===== config.mk =====
export PLATFORM = sky130hd
export DESIGN_NAME = cc_timer
export DESIGN_NICKNAME = d
export VERILOG_FILES = /design/src/rtl/cc_timer.sv
export SDC_FILE = /design/constraint.sdc
export NUM_CORES = 1
export LEC_CHECK = 0
export CORE_ASPECT_RATIO = 1.2
export CORE_UTILIZATION = 47
export DETAILED_ROUTE_END_ITERATION = 8
export GPL_TIMING_DRIVEN = 0
export PLACE_DENSITY = 0.77
export REMOVE_ABC_BUFFERS = 1
export SLEW_MARGIN = 15
export SYNTH_ARGS = -nofsm -noshare
export SYNTH_HDL_FRONTEND = slang
export SYNTH_SLANG_ARGS = --single-unit

===== constraint.sdc =====
create_clock -name clk -period 2.9 [get_ports clk]
set_input_delay 0.58 -clock clk [delete_from_list [all_inputs] [get_ports clk]]
set_output_delay 0.58 -clock clk [all_outputs]
set_load 0.05 [all_outputs]

===== src/rtl/cc_timer.sv =====
module cc_timer #(
  parameter int WIDTH = 32,
  parameter int LINES = 8,
  parameter int SELW  = $clog2(LINES)
) (
  input  logic             clk,
  input  logic             rst_n,
  input  logic             tick,
  input  logic             freeze,
  input  logic             rec_en,
  input  logic [SELW-1:0]  line_sel,
  input  logic             wr_en,
  input  logic             wr_sel,
  input  logic [WIDTH-1:0] wr_data,
  output logic [WIDTH-1:0] count_q,
  output logic             pending,
  output logic [LINES-1:0] irq_lines
);
  localparam logic [WIDTH-1:0] CNT_INIT = WIDTH'(1);

  logic [WIDTH-1:0] cmp_q;
  logic             line_q;
  logic             pend_q;

  wire cnt_wr  = wr_en && !wr_sel;
  wire cmp_wr  = wr_en &&  wr_sel;
  wire advance = tick && !freeze && !cnt_wr;
  wire [WIDTH-1:0] cnt_inc = count_q + WIDTH'(1);
  wire match   = advance && (cnt_inc == cmp_q);

  always_ff @(posedge clk) begin
    if (!rst_n) begin
      count_q <= CNT_INIT;
      cmp_q   <= '0;
      line_q  <= 1'b0;
      pend_q  <= 1'b0;
    end else begin
      if (cnt_wr)       count_q <= wr_data;
      else if (advance) count_q <= cnt_inc;

      if (cmp_wr) cmp_q <= wr_data;

      if (cmp_wr) begin
        line_q <= 1'b0;
        pend_q <= 1'b0;
      end else if (match) begin
        line_q <= 1'b1;
        if (rec_en) pend_q <= 1'b1;
      end
    end
  end

  assign pending   = pend_q;
  assign irq_lines = line_q ? (LINES'(1) << line_sel) : '0;

  a_r1_increment: assert property (@(posedge clk) disable iff (!rst_n)
    (tick && !freeze && !(wr_en && !wr_sel)) |=> count_q == $past(count_q) + WIDTH'(1));

  a_r2_frozen_hold: assert property (@(posedge clk) disable iff (!rst_n)
    (freeze && !(wr_en && !wr_sel)) |=> count_q == $past(count_q));

  a_r9_write_wins: assert property (@(posedge clk) disable iff (!rst_n)
    (wr_en && !wr_sel) |=> count_q == $past(wr_data));

  a_r3_rise_on_equal: assert property (@(posedge clk) disable iff (!rst_n)
    $rose(line_q) |-> count_q == cmp_q);

  a_r5_ack_clears: assert property (@(posedge clk) disable iff (!rst_n)
    (wr_en && wr_sel) |=> (!pending && irq_lines == '0));

  a_r6_onehot: assert property (@(posedge clk) disable iff (!rst_n)
    $onehot0(irq_lines));

  a_r8_record_gate: assert property (@(posedge clk) disable iff (!rst_n)
    $rose(pending) |-> $past(rec_en));
endmodule


==> results of run 1 <==
-- final cells by class --
cell class,count,share of cell area
repair buffers,91,0.171
inverters,7,0.00492
well taps,117,0.0274
multi-input cells,413,0.498
flip-flops and latches,66,0.252
clock buffers,10,0.0257
clock inverters,6,0.0213
-- routing by layer --
| layer | routed length, um | share of wire | GRT usage |
|---|---|---|---|
| met1 | 4570 | 0.41 | 0.290 |
| met2 | 5720 | 0.52 | 0.430 |
| met3 | 546 | 0.049 | 0.0462 |
| met4 | 260 | 0.023 | 0.0968 |
| met5 | 0 | 0 | 0 |
-- worst min-delay path by stage --
stage / end
final: pending
after global placement: pending
after detailed placement: pending
after global routing: cmp_q[27]
after CTS: pending
after floorplan: line_q
-- layout by cell type (no fill, tap or decap), types with 8 or more instances in the layout --
cell type          n
a21boi_0          32
clkbuf_8          10
clkdlybuf4s50_1   81
dfxtp_1           55
nand2_1          115
nand3_1           25
nand4_1           10
nor2_1            26
nor3_1            14
o211a_1           31
o21ai_0           12
or3_1              8
xnor2_1           38
xor2_1            25
-- registers in the layout (all words and copies together) (netlist names) --
register / flops
count_q: 32
cmp_q: 32
line_q: 1
pending: 1
-- synth_stat cells, types with 5 or more instances --
cell | n | area share
a21boi_0 | 32 | 0.057
o211a_1 | 31 | 0.074
inv_1 | 7 | 0.0063
nor2b_1 | 5 | 0.0075
o21ai_0 | 12 | 0.014
clkbuf_1 | 19 | 0.017
nor3_1 | 14 | 0.017
nand2b_1 | 6 | 0.0090
and3_1 | 5 | 0.0075
or3_1 | 8 | 0.012
xor2_1 | 25 | 0.052
nand2_1 | 116 | 0.10
nand3_1 | 25 | 0.030
a21oi_1 | 6 | 0.0072
nor2_1 | 26 | 0.023
nand4_1 | 10 | 0.015
xnor2_1 | 38 | 0.080
dfxtp_1 | 66 | 0.32
-- worst max-delay path, cell delays in order --
cell and delay [ps]:
clkdlybuf4s50_1 480, nand2b_1 200, nor2_1 110, clkdlybuf4s50_1 820
-- per-stage QoR --
| stage | hold WS (ps) | worst slack, ps | instance area (um^2) | std cells |
|---|---|---|---|---|
| finish | 466 | 135 | 5350 | 710 |
| global route | 500 | 12.9 | 5350 | 710 |
| CTS | 473 | 6.43 | 5290 | 708 |
| detailed placement | 462 | -1090 | 4980 | 687 |
| global placement | 450 | -1650 | 4930 | 685 |
| floorplan | 444 | -306 | 3970 | 486 |
-- cell families (layout without fill, tap and decap cells) --
kind of cell | Yosys count | count (layout) | share of synthesized area
AND/OR/NAND/NOR | 239 | 239 | 0.280
AO/OA/AOI/OAI | 106 | 106 | 0.201
flip-flops | 66 | 66 | 0.316
XOR/XNOR | 63 | 63 | 0.132
buffers and inverters | 43 | 114 | 0.0583
multiplexers | 4 | 4 | 0.0102
adder cells (fa/ha/maj) | 1 | 1 | 0.00299
-- power groups by stage --
stage	Sequential, W	Combinational [W]	Clock, W
after floorplan	0.00114	0.000220	0
after global placement	0.00105	0.000503	0
after detailed placement	0.00106	0.000517	0
after CTS	0.00104	0.000522	0.000995
after global routing	0.00105	0.000575	0.00103
final	0.00104	0.000533	0.000986
-- timing repair --
action	4_1_cts	5_1_grt
pin swaps	2	4
endpoints found under the setup margin	5	2
setup buffers	5	2
resized for setup	7	15
==> flow_metrics.py, run 1 <==
metrics = {
    "worst_hold_path": {
        "hold_depth": 2,
        "min-delay-start": "pending",
        "min_path_type": "register to register",
    },
    "grt": {
        "grt_pass1_wl_mm": 18.1,
        "track_usage": 0.246,
        "grt_max_degree": 44,
        "grt-ovfl-total": 0,
        "grt_pass1_vias": 3855,
        "antenna_found_initial": 0,
    },
    "final_layout": {
        "postLayoutCoreUtil": 0.621,
        "multi_input_area_um2": 2660,
        "fill_cells": 779,
        "nets": 631,
        "final-seq-area_um2": 1350,
        "n_antenna_cell": 0,
        "drive_above_1_share": 0.0978,
        "syn_to_final_growth_pct": 27.8,
    },
    "sta": {
        "tns_ps": 0,
        "min_period_ps": 2770,
        "rsz0062_at_grt": "no",
        "setup_viol": 0,
        "fin_worst_skew_ps": 16.5,
        "tightest_slew_ps": 790,
        "hold_viol_final": 0,
        "final-max-slew-violation-count": 0,
        "fmax_ghz": 0.362,
        "period_share": 0.953,
        "max_slew_margin": 0.473,
    },
    "cts": {
        "ctsRootBufferMaster": "clkbuf_8",
        "cts.clk_slew.worst_paths_ps": 70,
        "cts_hold_buf": 0,
        "clockBufferDepth": 2,
        "htree_levels": 3,
        "worstSkewPairLatency_ps": 360,
        "numClockSinks": 66,
        "cts_tree": "yes",
        "cts_made_buffers": 9,
    },
    "power_and_ir_drop": {
        "power_frac_seq": 0.406,
        "switching_power_w": 0.000763,
        "irDropWorstVdd_mv": 0.274,
        "sw_frac_of_total": 0.298,
        "combPwrFrac": 0.208,
        "cellLeakagePower_nw": 2.09,
        "power.total_w": 0.00256,
        "p_per_area_nw_per_um2": 479,
        "clkPwrFrac": 0.385,
        "intPower_w": 0.00180,
    },
    "synth": {
        "ys_seq_area_frac": 0.316,
        "async_flop_share": 0,
        "synth_cell_types": 58,
        "ys_seq_elements": 66,
        "ys.flop_type": "dfxtp_1",
        "avgSynthCellArea_um2": 8.02,
        "syn_inst": 522,
        "synth-edff-count": 0,
        "netlist_area_um2": 4180,
        "synth-warning-count": 0,
    },
    "setup_path": {
        "reg2regPathDepth": 10,
        "critPathLaunch": "line_sel[1]",
        "r2r_slack_ps": 160,
        "critical_path.reg2reg.endpoint": "pending",
        "path_max_fanout": 5,
        "r2r-start": "count_q[0]",
        "crit_end": "irq_lines[5]",
        "arrival_ps": 2190,
        "required_ps": 2320,
        "worstSetupPathType": "input port to output port",
        "end_kind": "output port",
        "start_kind": "input port",
    },
    "place": {
        "dpl.hpwl_mm": 7.57,
        "io_buffers": 82,
        "place.gp.congestion": 0.836,
    },
    "floorplanning": {
        "dieArea_um2": 9280,
        "die_h_um": 105,
        "initial_utilization": 0.486,
        "rows": 37,
        "die_x_um": 88.1,
        "io-pin-count": 83,
        "fp.coreArea_um2": 8610,
    },
    "drt": {
        "drt_iter0_drc": 222,
        "wl_per_cell_um": 15.6,
        "ant_nets": 0,
        "route.final.wire_length_mm": 11.1,
        "drc": 0,
        "first_pass_iters": 5,
        "routed_via_density": 5.63,
        "vias": 3996,
    },
    "outcome": {
        "run_status": "finished, final reports clean",
    },
    "flow_run": {
        "drv_cap": 0,
    },
}
(Power assumes the default switching activity.)
==> run 2: changes to the inputs <==
--- a/config.mk
+++ b/config.mk
@@ -5,12 +5,15 @@
 export SDC_FILE = /design/constraint.sdc
 export NUM_CORES = 1
 export LEC_CHECK = 0
+export CELL_PAD_IN_SITES_DETAIL_PLACEMENT = 0
+export CELL_PAD_IN_SITES_GLOBAL_PLACEMENT = 1
 export CORE_ASPECT_RATIO = 1.2
-export CORE_UTILIZATION = 47
+export CORE_UTILIZATION = 35
 export DETAILED_ROUTE_END_ITERATION = 8
 export GPL_TIMING_DRIVEN = 0
-export PLACE_DENSITY = 0.77
+export PLACE_DENSITY_LB_ADDON = 0.1
 export REMOVE_ABC_BUFFERS = 1
+export SETUP_SLACK_MARGIN = 0.15
 export SLEW_MARGIN = 15
 export SYNTH_ARGS = -nofsm -noshare
 export SYNTH_HDL_FRONTEND = slang
==> flow_metrics.py, run 2 (same netlist as run 1, synthesis figures left out) <==
metrics = {
    "drt": {
        "ant_nets": 0,
        "routed_via_density": 5.23,
        "drc": 0,
        "route.final.wire_length_mm": 11.9,
        "vias": 3983,
        "first_pass_iters": 5,
        "drt_iter0_drc": 129,
        "wl_per_cell_um": 15.6,
    },
    "place": {
        "place.gp.congestion": 0.770,
        "placed_cell_area_um2": 5010,
        "placed_cells": 726,
        "place_ws_ps": -862,
        "io_buffers": 82,
        "dpl.hpwl_mm": 8.01,
    },
    "grt": {
        "use_met1": 0.241,
        "met2_usage": 0.348,
        "track_usage": 0.196,
        "grt_max_degree": 65,
        "antenna_found_initial": 0,
        "grt.busiest_layer": "met2",
        "grt_use_met3": 0.0229,
        "grt_pass1_vias": 3736,
        "grt-ovfl-total": 0,
        "grt_pass1_wl_mm": 18.7,
    },
    "final_layout": {
        "final-seq-area_um2": 1370,
        "drive_above_1_share": 0.127,
        "reg_top3": "cmp_q: 32 flops, count_q: 32 flops",
        "fin_area_um2": 5600,
        "n_antenna_cell": 0,
        "final_cell_mix": "115 x nand2_1, 74 x clkdlybuf4s50_1, 51 x dfxtp_1",
        "multi_input_area_um2": 2700,
        "fill_cells": 1207,
        "finalNonFillerCells": 761,
        "syn_to_final_growth_pct": 33.9,
        "final_common_cell": "nand2_1",
        "nets": 642,
    },
    "sta": {
        "min_period_ps": 2750,
        "rsz0062_at_grt": "yes",
        "tns_ps": 0,
        "hold_viol_final": 0,
        "period_share": 0.948,
        "layout_setup_ws_ps": 151,
        "fmax_ghz": 0.364,
        "setup_viol": 0,
        "fin_worst_skew_ps": 4.96,
        "final-max-slew-violation-count": 0,
        "tightest_slew_ps": 797,
        "max_slew_margin": 0.467,
    },
    "setup_path": {
        "path_cells": "ha_4 -> nand3_4 -> or4_4 -> buf_4 -> o31a_2 -> o22ai_1 -> a31oi_1 -> nor4b_2 -> nand4_1 -> o21ai_1",
        "critical_path.reg2reg.endpoint": "pending",
        "critPathLaunch": "count_q[0]",
        "arrival_ps": 3010,
        "slowest_stage": "or4_4",
        "required_ps": 3160,
        "worstSetupPathType": "register to register",
        "end_kind": "register",
        "reg2regPathDepth": 10,
        "path_max_fanout": 6,
        "r2r-start": "count_q[0]",
        "cpPeakStageDelay_ps": 480,
        "r2r_slack_ps": 150,
        "start_kind": "register",
    },
    "floorplanning": {
        "die_x_um": 102,
        "die_h_um": 122,
        "io-pin-count": 83,
        "dieArea_um2": 12400,
        "initial_utilization": 0.360,
        "fp.coreArea_um2": 11600,
        "rows": 43,
    },
    "flow_run": {
        "drv_cap": 0,
    },
    "cts": {
        "clockBufferDepth": 2,
        "worstSkewPairLatency_ps": 330,
        "ctsRootBufferMaster": "clkbuf_16",
        "cts_hold_buf": 0,
        "cts_tree": "yes",
        "htree_levels": 3,
        "cts_made_buffers": 9,
        "numClockSinks": 66,
        "cts.clk_slew.worst_paths_ps": 50,
    },
    "power_and_ir_drop": {
        "p_per_area_nw_per_um2": 490,
        "irDropWorstVdd_mv": 0.263,
        "cellLeakagePower_nw": 2.30,
    },
    "outcome": {
        "run_status": "finished, final reports clean",
    },
    "worst_hold_path": {
        "hold_end": "pending",
        "hold_depth": 2,
        "min-delay-start": "pending",
        "min_path_type": "register to register",
    },
}
run 2: layer usage:
metal	vias up	part of all wire
li1	1980	-
met5	-	0
met3	16	0.024
met2	67	0.51
met4	0	0.016
met1	1920	0.45
run 2: where the power goes:
group	internal, W	leakage, nW	switching, W
Sequential	0.000958	0.550	0.0000778
Combinational	0.000253	1.60	0.000299
Clock	0.000761	0.156	0.000399
run 2: repair_timing:
| action | CTS | global route |
|---|---|---|
| hold endpoints to repair | 0 | 0 |
| setup endpoints to repair | 3 | 8 |
| resized for setup | 29 | 20 |
| buffers inserted | 5 | 14 |
| pin swaps | 4 | 8 |
run 2: layout make-up:
type / count / share of cell area
clock buffers: 15 / 0.0514
clock inverters: 1 / 0.00536
inverters: 7 / 0.00469
multi-input cells: 413 / 0.482
flip-flops and latches: 66 / 0.244
well taps: 157 / 0.0351
repair buffers: 102 / 0.178
run 2: how the worst max path moves through the flow:
stage / endpoint / slack, ps / depth (start not counted)
finish: pending / 150 / 10
detailed placement: pending / -860 / 9
global placement: pending / -1920 / 8
floorplan: pending / -310 / 9
global route: pending / 100 / 10
CTS: pending / 140 / 9
run 2: per-stage QoR:
step	power (W)	hold slack, ps	utilization
floorplan	0.00136	444	-
global route	0.00286	485	0.482
finish	0.00275	459	0.482
CTS	0.00276	465	0.468
detailed placement	0.00158	457	0.431
global placement	0.00157	453	0.429
run 2: worst max-delay path, delay by kind of cell, from the launching register on:
| kind | cells | cell delay (ps) |
|---|---|---|
| fa+ha+maj | 1 | 150 |
| buf+inv | 1 | 180 |
| flops | 1 | 380 |
| compound gates | 4 | 780 |
| simple gates | 4 | 1190 |
